==> src/rtl/acc_seq_pkg.sv <==
package acc_seq_pkg;

    localparam int WORD_W = 16;
    localparam int OPC_W  = 4;
    localparam int ADDR_W = WORD_W - OPC_W;

    typedef logic [WORD_W-1:0] word_t;
    typedef logic [ADDR_W-1:0] addr_t;
    typedef logic [OPC_W-1:0]  opc_t;

    localparam opc_t OPC_LOAD  = 4'd1;
    localparam opc_t OPC_STORE = 4'd2;
    localparam opc_t OPC_ADD   = 4'd3;
    localparam opc_t OPC_SUB   = 4'd4;
    localparam opc_t OPC_JUMP  = 4'd5;
    localparam opc_t OPC_BRZ   = 4'd6;
    localparam opc_t OPC_BRN   = 4'd7;
    localparam opc_t OPC_HALT  = 4'd15;

    typedef enum logic [3:0] {
        ST_FMAR, ST_FRD, ST_FMDR, ST_FIR, ST_DEC,
        ST_ORD, ST_OMDR, ST_EXE, ST_SMDR, ST_SWR, ST_HALT
    } st_e;

    typedef struct packed {
        logic n;
        logic z;
        logic v;
        logic c;
    } flags_t;

    typedef struct packed {
        logic mar_pc;
        logic mar_ir;
        logic mdr_mem;
        logic mdr_acc;
        logic ir_ld;
        logic pc_inc;
        logic pc_jmp;
        logic exe;
        logic rd;
        logic wr;
    } ctl_t;

    typedef struct packed {
        word_t  res;
        flags_t fl;
    } alu_out_t;

    function automatic opc_t opc_of(input word_t w);
        return w[WORD_W-1 -: OPC_W];
    endfunction

    function automatic addr_t addr_of(input word_t w);
        return w[ADDR_W-1:0];
    endfunction

    function automatic alu_out_t alu_calc(input logic sub, input word_t a, input word_t b);
        alu_out_t      o;
        word_t         bb;
        logic [WORD_W:0] s;
        bb   = sub ? ~b : b;
        s    = {1'b0, a} + {1'b0, bb} + {{WORD_W{1'b0}}, sub};
        o.res  = s[WORD_W-1:0];
        o.fl.c = s[WORD_W];
        o.fl.n = s[WORD_W-1];
        o.fl.z = (s[WORD_W-1:0] == '0);
        o.fl.v = (a[WORD_W-1] == bb[WORD_W-1]) && (s[WORD_W-1] != a[WORD_W-1]);
        return o;
    endfunction

endpackage

==> src/rtl/acc_seq_fsm.sv <==
module acc_seq_fsm
    import acc_seq_pkg::*;
(
    input  logic   clk,
    input  logic   rst,
    input  opc_t   opc,
    input  flags_t flags,
    output st_e    st,
    output ctl_t   ctl
);

    st_e st_q;
    st_e st_nx;

    always_ff @(posedge clk) begin
        if (rst) st_q <= ST_FMAR;
        else     st_q <= st_nx;
    end

    always_comb begin
        st_nx = st_q;
        ctl   = '0;
        unique case (st_q)
            ST_FMAR: begin ctl.mar_pc  = 1'b1; st_nx = ST_FRD;  end
            ST_FRD:  begin ctl.rd      = 1'b1; st_nx = ST_FMDR; end
            ST_FMDR: begin ctl.mdr_mem = 1'b1; st_nx = ST_FIR;  end
            ST_FIR:  begin
                ctl.ir_ld  = 1'b1;
                ctl.pc_inc = 1'b1;
                st_nx      = ST_DEC;
            end
            ST_DEC: begin
                st_nx = ST_FMAR;
                case (opc)
                    OPC_LOAD, OPC_ADD, OPC_SUB: begin
                        ctl.mar_ir = 1'b1;
                        st_nx      = ST_ORD;
                    end
                    OPC_STORE: begin
                        ctl.mar_ir = 1'b1;
                        st_nx      = ST_SMDR;
                    end
                    OPC_JUMP: ctl.pc_jmp = 1'b1;
                    OPC_BRZ:  ctl.pc_jmp = flags.z;
                    OPC_BRN:  ctl.pc_jmp = flags.n;
                    OPC_HALT: st_nx = ST_HALT;
                    default:  st_nx = ST_FMAR;
                endcase
            end
            ST_ORD:  begin ctl.rd      = 1'b1; st_nx = ST_OMDR; end
            ST_OMDR: begin ctl.mdr_mem = 1'b1; st_nx = ST_EXE;  end
            ST_EXE:  begin ctl.exe     = 1'b1; st_nx = ST_FMAR; end
            ST_SMDR: begin ctl.mdr_acc = 1'b1; st_nx = ST_SWR;  end
            ST_SWR:  begin ctl.wr      = 1'b1; st_nx = ST_FMAR; end
            ST_HALT: st_nx = ST_HALT;
            default: st_nx = ST_FMAR;
        endcase
    end

    assign st = st_q;

endmodule

==> src/rtl/acc_seq_alu.sv <==
module acc_seq_alu
    import acc_seq_pkg::*;
(
    input  opc_t   opc,
    input  word_t  acc,
    input  word_t  opnd,
    input  flags_t fl_in,
    output word_t  acc_nx,
    output flags_t fl_nx
);

    alu_out_t sum;

    always_comb begin
        sum    = alu_calc(opc == OPC_SUB, acc, opnd);
        acc_nx = acc;
        fl_nx  = fl_in;
        case (opc)
            OPC_LOAD: begin
                acc_nx   = opnd;
                fl_nx.n  = opnd[WORD_W-1];
                fl_nx.z  = (opnd == '0);
            end
            OPC_ADD, OPC_SUB: begin
                acc_nx = sum.res;
                fl_nx  = sum.fl;
            end
            default: ;
        endcase
    end

endmodule

==> src/rtl/acc_seq_dp.sv <==
module acc_seq_dp
    import acc_seq_pkg::*;
(
    input  logic   clk,
    input  logic   rst,
    input  ctl_t   ctl,
    input  word_t  mem_rdata,
    output addr_t  pc_o,
    output addr_t  mar_o,
    output word_t  mdr_o,
    output word_t  ir_o,
    output word_t  acc_o,
    output flags_t flags_o
);

    addr_t  pc_q, mar_q;
    word_t  mdr_q, ir_q, acc_q;
    flags_t fl_q;
    word_t  acc_nx;
    flags_t fl_nx;

    acc_seq_alu u_alu (
        .opc    (opc_of(ir_q)),
        .acc    (acc_q),
        .opnd   (mdr_q),
        .fl_in  (fl_q),
        .acc_nx (acc_nx),
        .fl_nx  (fl_nx)
    );

    always_ff @(posedge clk) begin
        if (rst) begin
            pc_q  <= '0;
            mar_q <= '0;
            mdr_q <= '0;
            ir_q  <= '0;
            acc_q <= '0;
            fl_q  <= '0;
        end else begin
            if (ctl.mar_pc)  mar_q <= pc_q;
            if (ctl.mar_ir)  mar_q <= addr_of(ir_q);
            if (ctl.mdr_mem) mdr_q <= mem_rdata;
            if (ctl.mdr_acc) mdr_q <= acc_q;
            if (ctl.ir_ld)   ir_q  <= mdr_q;
            if (ctl.pc_inc)  pc_q  <= pc_q + 1'b1;
            if (ctl.pc_jmp)  pc_q  <= addr_of(ir_q);
            if (ctl.exe) begin
                acc_q <= acc_nx;
                fl_q  <= fl_nx;
            end
        end
    end

    assign pc_o    = pc_q;
    assign mar_o   = mar_q;
    assign mdr_o   = mdr_q;
    assign ir_o    = ir_q;
    assign acc_o   = acc_q;
    assign flags_o = fl_q;

endmodule

==> src/rtl/acc_seq.sv <==
module acc_seq
    import acc_seq_pkg::*;
(
    input  logic              clk,
    input  logic              rst,
    output logic [ADDR_W-1:0] mem_addr,
    output logic              mem_rd,
    output logic              mem_wr,
    output logic [WORD_W-1:0] mem_wdata,
    input  logic [WORD_W-1:0] mem_rdata,
    output logic              halted,
    output logic [3:0]        cond_flags
);

    st_e    st_q;
    ctl_t   ctl;
    addr_t  pc_q, mar_q;
    word_t  mdr_q, ir_q, acc_q;
    flags_t flags_q;

    acc_seq_fsm u_fsm (
        .clk   (clk),
        .rst   (rst),
        .opc   (opc_of(ir_q)),
        .flags (flags_q),
        .st    (st_q),
        .ctl   (ctl)
    );

    acc_seq_dp u_dp (
        .clk       (clk),
        .rst       (rst),
        .ctl       (ctl),
        .mem_rdata (mem_rdata),
        .pc_o      (pc_q),
        .mar_o     (mar_q),
        .mdr_o     (mdr_q),
        .ir_o      (ir_q),
        .acc_o     (acc_q),
        .flags_o   (flags_q)
    );

    assign mem_addr   = mar_q;
    assign mem_rd     = ctl.rd;
    assign mem_wr     = ctl.wr;
    assign mem_wdata  = mdr_q;
    assign halted     = (st_q == ST_HALT);
    assign cond_flags = flags_q;

endmodule

==> config.mk <==
export PLATFORM = sky130hd
export DESIGN_NAME = acc_seq
export DESIGN_NICKNAME = d
export VERILOG_FILES = /design/src/rtl/acc_seq_pkg.sv /design/src/rtl/acc_seq_fsm.sv /design/src/rtl/acc_seq_alu.sv /design/src/rtl/acc_seq_dp.sv /design/src/rtl/acc_seq.sv
export SDC_FILE = /design/constraint.sdc
export NUM_CORES = 1
export LEC_CHECK = 0
export BUFFER_PORTS_ARGS = -buffer_cell sky130_fd_sc_hd__buf_2
export CAP_MARGIN = 5
export CORE_ASPECT_RATIO = 1.75
export CORE_MARGIN = 3
export CORE_UTILIZATION = 50
export CTS_CLUSTER_SIZE = 30
export DETAILED_ROUTE_END_ITERATION = 6
export GPL_ROUTABILITY_DRIVEN = 0
export HOLD_SLACK_MARGIN = 0.08
export PLACE_DENSITY = 0.71
export SYNTH_ARGS = -nofsm -noshare
export SYNTH_HDL_FRONTEND = slang
export SYNTH_SLANG_ARGS = --single-unit
==> constraint.sdc <==
create_clock -name clk -period 6 [get_ports clk]
set_input_delay 1.2 -clock clk [delete_from_list [all_inputs] [get_ports clk]]
set_output_delay 1.2 -clock clk [all_outputs]
set_load 0.03 [all_outputs]
---- Yosys cells after proc, flatten, opt, wreduce, memory -nomap -nowiden ----
Cells that the tools add are included.
storage, ports and cells
  register bits after elaboration ......... 80
operators by class
  equal/unequal tests ..................... 20
  multiplexer cells ....................... 22
  add/subtract/negate cells ............... 3
  bitwise gates (word level) .............. 1
  reduce and logical (&&, ||, !) cells .... 15
operators with widths
  cell                     count
  $mux W12                 4
  $mux W16                 3
  $pmux W4 S9              1
  $eq A4 B3 Y1 const B     8
  $logic_not A16 Y1        2
  $pmux W16 S2             1
  $add A16 B16 Y17         1
  $add A17 B1 Y17          1
  $eq A4 B2 Y1 const B     4
  $eq A4 B4 Y1 const B     4
  $not A16 Y16             1
  $add A12 B1 Y12 const B  1
  $pmux W4 S3              1
  $mux W1                  9
  $eq A4 B1 Y1 const B     2
  $reduce_bool A2 Y1       4
  $reduce_or A2 Y1         3
  $logic_not A4 Y1         1
  $pmux W2 S2              1
  $reduce_and A2 Y1        2
  $reduce_or A4 Y1         1
  $pmux W1 S3              1
  $reduce_or A3 Y1         1
  $mux W2                  1
  3 further kinds          3

---- Longest topological paths before layout ----
Gate-level depths: netlist of the first run.
  word-level depth ........................ 6
  depth in mapped cells ................... 13
  depth with buffers taken out ............ 10

---- By module ----
From an unflattened synthesis of the first run, not the netlist that was laid out.
second synthesis, totals
  cells, all modules ...................... 587
  area, all modules ....................... 4928.5 µm²
by module, submodules not included
  module       instances  area an instance (µm²)  seq. area each (µm²)  cells an instance
  acc_seq_dp   1          3168.0                  1521.5                346
  acc_seq_alu  1          1380.1                  0.0                   194
  acc_seq_fsm  1          367.9                   80.1                  46
  acc_seq      1          12.5                    0.0                   1

---- Least setup slack after synthesis of the first run ----
Ideal clock, no wire load.
  path kind ............................... register -> register
  start point ............................. register u_dp.ir_q[12] (netlist: u_dp.ir_o[12])
  end point ............................... register u_dp.fl_q, in the netlist u_dp.flags_o[2]
  stages on the path, launching flop included .. 14
  slack ................................... 2.410 ns
  required time ........................... 5.931 ns
  arrival ................................. 3.521 ns
  setup time .............................. 0.069 ns
  period minus slack after synthesis ...... 3.590 ns
  path through ............................ dfxtp_1 buf_2 nor4b_4 buf_6 clkbuf_1 xor2_1 ha_1 and3b_1 a2111o_1 a31oi_4 o211ai_2 a21o_1 a2111o_1 o21ai_1
on the way
  word-level cells in the longest chain between the ends .. 6
ends and longest elaborated chain
  what                    RTL line                              source
  start, declared         acc_seq_dp.sv:17                      word_t mdr_q, ir_q, acc_q;
  start signal, assigned  acc_seq_dp.sv:44                      if (ctl.ir_ld) ir_q <= mdr_q;
  $eq A4 B3 Y1            acc_seq_alu.sv:15, acc_seq_alu.sv:18
  $mux W16                acc_seq_pkg.sv:62                     bb = sub ? ~b : b;
  $add A16 B16 Y17        acc_seq_pkg.sv:63                     s = {1'b0, a} + {1'b0, bb} + {{WORD_W{1'b0}}, sub};
  $add A17 B1 Y17         acc_seq_pkg.sv:63
  $logic_not A16 Y1       acc_seq_pkg.sv:67                     o.fl.z = (s[WORD_W-1:0] == '0);
  $pmux W2 S2             acc_seq_alu.sv:18                     case (opc)
  end signal, assigned    acc_seq_dp.sv:49                      fl_q <= fl_nx;
  end, declared           acc_seq_dp.sv:18                      flags_t fl_q;
Several ways; a longest one is shown, not always the timed one.
A chain may end at the register's enable or synchronous reset.

---- Worst setup path in the final report of the first run ----
  start point ............................. register u_dp.ir_q[14] (netlist: u_dp.ir_o[14])
  end point ............................... register u_dp.fl_q, in the netlist u_dp.flags_o[2]
Same word-level chain as after synthesis.

==> results.py, run 1 <==
metrics = {
    "run_status": {
        "status": "finished, final reports clean",
    },
    "clock_network": {
        "cts-root-buf": "clkbuf_16",
        "cts_tree": "built",
        "ctsHoldBuffers": 0,
        "clk_latency_ns": 0.34,
        "clockBufferDepth": 2,
        "cts_buffers": 9,
        "post_cts_buffers": 0,
        "clk_pin_slew_ns": 0.06,
        "ctsResizeCount": 0,
        "clock_sinks": 79,
        "htreeDepth": 3,
    },
    "synth": {
        "synth_area_sq_um": 4658,
        "synth_cells": 576,
        "synth_top_cell_area_share_pct": 33.95,
        "netlist_top_cells_area": "dfxtp_1 (34%), a211oi_1 (6.6%), mux2i_1 (6.4%), nand2_1 (5.9%), nor2_1 (5.0%)",
        "ys_seq_area_share_pct": 33.95,
        "syn_area_per_cell_sq_um": 8.087,
        "ys_async_sr_fraction_pct": 0,
        "synth_largest_area_cell": "dfxtp_1",
        "synth_cell_type_count": 56,
        "ys.flop_type": "dfxtp_1",
        "synth_common_cells": "dfxtp_1 (79), nand2_1 (73), nor2_1 (62)",
        "ys_ff_latch": 79,
        "syn_nets": 612,
        "synth_edf_count": 0,
        "yosysMostFrequentCell": "dfxtp_1",
        "synth_warnings": 0,
    },
    "worst_setup_path": {
        "critPathCaptureType": "register",
        "cp.required_ns": 6.28,
        "timing.rr.start": "u_dp.ir_o[14]",
        "cp-start-kind": "register",
        "arrival_ns": 3.80,
        "cp_max_fo": 18,
        "crit_type": "register to register",
        "critPathLaunch": "u_dp.ir_o[14]",
    },
    "drt": {
        "vias": 4328,
        "drc": 0,
        "wl_per_cell_microns": 17.39,
        "ant_nets": 0,
        "totalWireLength_microns": 12620,
        "drt_first_pass_iters": 6,
        "drt-vias-per-instance": 5.961,
        "drt-initial-drc-count": 316,
    },
    "layout": {
        "drive_gt1_share_pct": 13.86,
        "post-route-util_pct": 57.99,
        "antennaDiodeCount": 0,
        "postLayoutCellArea_sq_um": 5274,
        "synthToLayoutAreaGrowth_pct": 13.22,
        "fin_nets": 637,
    },
    "floorplan": {
        "io_pins": 53,
        "die_x_microns": 78.97,
        "die-area_sq_um": 10560,
        "start_util_pct": 51.22,
        "fp.dieH_microns": 133.7,
        "core_area_sq_um": 9094,
        "rows": 46,
    },
    "timing": {
        "setup_viol": 0,
        "fin_setup_tns_ns": 0,
        "grt_setup_unrepaired": "no",
        "setup_slack_ns": 2.483,
        "period_needed_ns": 3.517,
        "worst_pin_slew_ns": 1.157,
        "slew_headroom_pct": 22.79,
        "post-route-period-util_pct": 58.62,
        "drv_slew": 0,
        "hold_slack_ns": 0.4721,
        "finalHoldViolations": 0,
        "skew_ns": 0.008182,
        "fmaxAchievable_mhz": 284.3,
    },
    "hold_path": {
        "min_path_type": "register to register",
        "min_from": "u_dp.ir_o[0]",
    },
    "placement": {
        "hpwlAfterDp_microns": 8890,
        "placed_cell_area_sq_um": 4928,
        "place_ws_ns": 2.519,
        "io_buffers": 52,
    },
    "global_route": {
        "track_usage_pct": 24.74,
        "grt_max_degree": 81,
        "overflow": 0,
        "grt_pass1_vias": 4268,
        "grt_pass1_wl_microns": 20760,
        "grt_antenna_before_repair": 0,
    },
    "flow_run": {
        "maxCapViolCount": 0,
    },
    "pwr": {
        "p_leak_nw": 2.252,
        "irDropWorstVdd_uv": 132.4,
        "powerDensity_nw_per_um2": 259.9,
    },
}
[registers in the layout, summed over array words and instances, names as in the netlist]
| register | count |
|---|---|
| u_fsm.st | 4 |
| u_dp.pc_o | 12 |
| u_dp.acc_o | 16 |
| u_dp.flags_o | 3 |
| u_dp.mdr_o | 16 |
| u_dp.ir_o | 16 |
| u_dp.mar_o | 12 |
[area by class of cell]
cell class                      instances  area, sq um
Fill cell                             874         3820
Tap cell                              120        150.1
Multi-Input combinational cell        449         2884
Clock inverter                          7        120.1
Timing Repair Buffer                   56        290.3
Clock buffer                            9        225.2
Inverter                                6        22.52
Sequential cell                        79         1582
[cell usage in the layout, fill, tap and decap left out, types with 2 or more instances in the layout]
cell and count:
a22oi_1 2, o21bai_1 2, a211oi_1 41, a2111o_1 3, o211ai_1 8, mux2i_1 30
nor3_1 4, a21o_1 8, buf_4 4, nand3_1 23, and2_1 3, nand2b_1 9
a31oi_1 16, o2111ai_1 2, and4_1 2, nor3b_1 5, bufinv_16 3, and3_1 11
nand2_1 73, o21ai_0 19, clkbuf_16 9, or3_1 3, inv_1 6, xnor2_1 7
nor2_1 61, buf_2 52, a21oi_1 38, a221oi_1 3, xor2_1 23, ha_1 17
nor2b_1 4, dfxtp_1 79, nand4_1 2, nor4_1 6
[worst paths after layout]
path | endpoint | slack [ns] | depth (start not counted)
setup / recovery | u_dp.flags_o[2] | 2.48 | 11
hold / removal | u_dp.pc_o[0] | 0.47 | 2
setup reg to reg | u_dp.flags_o[2] | 2.48 | 11
hold reg to reg | u_dp.pc_o[0] | 0.47 | 2
[critical path, stage by stage, from the launching register on]
cell,delay [ns]
dfxtp_1,0.46
nor4b_4,0.25
buf_4,0.34
xor2_1,0.27
ha_1,0.29
and3b_1,0.21
a2111o_1,0.48
a31oi_4,0.28
o211ai_2,0.13
a21o_1,0.20
a2111o_1,0.41
o21ai_1,0.13
[stage by stage]
step,cells,total power [mW]
3_3_place_gp,710,0.7413
2_1_floorplan,576,0.6963
5_1_grt,726,1.418
4_1_cts,726,1.381
3_5_place_dp,710,0.7454
6_report,726,1.371
[report_power, final]
part	internal (mW)	switching [mW]
clock	0.408	0.228
combinational	0.0689	0.100
sequential	0.537	0.0289
total	1.01	0.357
[routing by layer]
| metal | GRT usage (%) | share of wire, % |
|---|---|---|
| met1 | 25.90 | 39 |
| met2 | 46.15 | 54 |
| met3 | 3.180 | 4.1 |
| met4 | 13.67 | 3.4 |
| met5 | 0 | 0 |
[logic make-up after synthesis]
group	count (synthesis)	share of synthesized area (%)
compound gates	155	22.62
xor+xnor	30	5.641
fa+ha+maj	18	4.996
buf+inv	48	4.432
flops	79	33.95
mux	31	6.688
simple gates	215	21.68
Power figures use the tool's default switching activity.
==> run 2, diff against run 1 <==
clock period = 3.5 ns   (was 6 ns; I/O delays follow)
==> run 2 against run 1 <==
  * Clock skew down 0.0026 ns
  * Non-clock buffer count up 10
  * Die area unchanged
  * Setup slack worse by 2.3 ns
  * Flip-flop and latch count unchanged
  * Critical path depth unchanged
  * Clock-buffer cell count up 2
  * Cell area up 1.3%
  * Sequential power up 70%
  * Critical path type unchanged
==> results.py, run 2 (synthesis results as in run 1) <==
metrics = {
    "run_status": {
        "status": "finished, final reports clean",
    },
    "worst_setup_path": {
        "slowest_delay_ns": 0.47,
        "arrival_ns": 3.58,
        "cp.required_ns": 3.77,
        "worst_path_most_repeated_cell": "a2111o_1",
        "path_cells": "nor4b_4 > buf_4 > xor2_2 > ha_1 > and3b_1 > a2111o_1 > a31oi_4 > o211ai_2 > a21o_1 > a2111o_1 > o21ai_1",
        "crit_type": "register to register",
        "cp_slowest_cell": "a2111o_1",
        "reg2reg_to": "u_dp.flags_o[2]",
        "path_buf_inv": 1,
        "timing.rr.start": "u_dp.ir_o[12]",
        "ff2ff_path_depth": 11,
        "cp-start-kind": "register",
        "regToRegSetupSlack_ns": 0.19,
        "critPathCaptureType": "register",
        "cp_max_fo": 9,
        "path_delay_family": "compound AO/OA/AOI/OAI gates",
    },
    "floorplan": {
        "rows": 46,
        "start_util_pct": 51.22,
        "io_pins": 53,
        "fp.dieH_microns": 133.7,
        "core_area_sq_um": 9094,
        "die-area_sq_um": 10560,
        "die_x_microns": 78.97,
    },
    "hold_path": {
        "hold_end": "u_dp.ir_o[1]",
        "min_from": "u_dp.ir_o[1]",
        "min_path_type": "register to register",
        "hold_depth": 2,
    },
    "global_route": {
        "track_usage_pct": 25.29,
        "grt_pass1_wl_microns": 21250,
        "grt_max_degree": 80,
        "overflow": 0,
        "grt_pass1_vias": 4423,
        "grt_antenna_before_repair": 0,
    },
    "timing": {
        "period_needed_ns": 3.307,
        "post-route-period-util_pct": 94.49,
        "grt_setup_unrepaired": "no",
        "drv_slew": 0,
        "fmaxAchievable_mhz": 302.4,
        "setup_viol": 0,
        "worst_pin_slew_ns": 1.118,
        "finalHoldViolations": 0,
        "slew_headroom_pct": 25.47,
        "skew_ns": 0.005598,
        "fin_setup_tns_ns": 0,
    },
    "pwr": {
        "p_int_mw": 1.700,
        "switching_share_pct": 25.50,
        "p_leak_nw": 2.293,
        "irDropWorstVdd_uv": 281.0,
        "p_seq_share_pct": 42.3,
        "p_switching_mw": 0.5819,
        "clkPwrFrac_pct": 44.4,
        "fin_total_pwr_mw": 2.282,
        "powerDensity_nw_per_um2": 427.2,
        "p_comb_share_pct": 13.4,
    },
    "flow_run": {
        "maxCapViolCount": 0,
    },
    "clock_network": {
        "cts_buffers": 9,
        "clk_latency_ns": 0.34,
        "clock_sinks": 79,
        "clockBufferDepth": 2,
        "cts-root-buf": "clkbuf_16",
        "htreeDepth": 3,
        "cts_tree": "built",
        "clk_pin_slew_ns": 0.06,
    },
    "layout": {
        "final_cell_mix": "dfxtp_1 (78), nand2_1 (73), nor2_1 (61), buf_2 (52), a211oi_1 (40)",
        "drive_gt1_share_pct": 15.64,
        "final_common_cell": "dfxtp_1",
        "seq_area_sq_um": 1583,
        "synthToLayoutAreaGrowth_pct": 14.67,
        "multi_input_area_sq_um": 2900,
        "antennaDiodeCount": 0,
        "fin_nets": 647,
        "n_fill_cell": 891,
    },
    "drt": {
        "totalWireLength_microns": 12810,
        "drc": 0,
        "drt-initial-drc-count": 261,
        "ant_nets": 0,
        "drt_first_pass_iters": 5,
        "drt-vias-per-instance": 6.059,
        "vias": 4447,
        "wl_per_cell_microns": 17.46,
    },
    "placement": {
        "hpwlAfterDp_microns": 9217,
        "io_buffers": 52,
    },
}
run 2: what timing repair did:
item                                    in CTS  in global routing
hold buffers                                 0                  0
endpoints found under the setup margin       0                  1
resized for setup                            0                  4
buffers inserted                             0                  1
run 2: power groups by stage:
stage / clock (mW) / sequential [mW] / combinational, mW
final: 1.01 / 0.965 / 0.305
after global routing: 1.06 / 0.969 / 0.332
after CTS: 1.03 / 0.964 / 0.304
after detailed placement: 0 / 0.983 / 0.302
after global placement: 0 / 0.983 / 0.298
after floorplan: 0 / 0.990 / 0.203
run 2: final cells by class:
| class | instances | share of cell area [%] |
|---|---|---|
| Multi-Input combinational cell | 449 | 54.30 |
| Sequential cell | 79 | 29.63 |
| Timing Repair Buffer | 66 | 6.840 |
| Clock buffer | 11 | 4.732 |
| Tap cell | 120 | 2.811 |
| Clock inverter | 3 | 1.265 |
| Inverter | 6 | 0.4216 |
run 2: per-stage QoR:
stage / hold WS [ns] / setup WS [ns] / utilization (%) / cells / instance area (sq um)
after floorplan: 0.4456 / 0.09342 / - / 576 / 4659
after global placement: 0.4560 / 0.3309 / 54.94 / 719 / 4996
after detailed placement: 0.4674 / 0.2461 / 54.94 / 719 / 4996
after CTS: 0.4760 / 0.2162 / 58.46 / 733 / 5316
after global routing: 0.5030 / 0.008303 / 58.74 / 734 / 5341
final: 0.4757 / 0.1928 / 58.74 / 734 / 5341
run 2: layer usage:
layer	track usage [%]	share of wire, %	routed length, microns
met1	26.14	36	4604
met2	45.78	54	6871
met3	4.263	4.7	598
met4	16.16	5.8	737
met5	0	0	0
run 2: how the worst max path moves through the flow:
stage                  startpoint         endpoint  cells after the start
global route        u_dp.ir_o[12]  u_dp.flags_o[2]                     11
finish              u_dp.ir_o[12]  u_dp.flags_o[2]                     11
detailed placement  u_dp.ir_o[12]  u_dp.flags_o[2]                     11
global placement    u_dp.ir_o[12]  u_dp.flags_o[2]                     11
floorplan           u_dp.ir_o[12]  u_dp.flags_o[2]                     13
CTS                 u_dp.ir_o[12]  u_dp.flags_o[2]                     11
run 2: tightest hold or removal path, cell delays in order (launching register included):
cell and delay [ns]:
dfxtp_1 0.32, nand2_1 0.06, a21oi_1 0.05
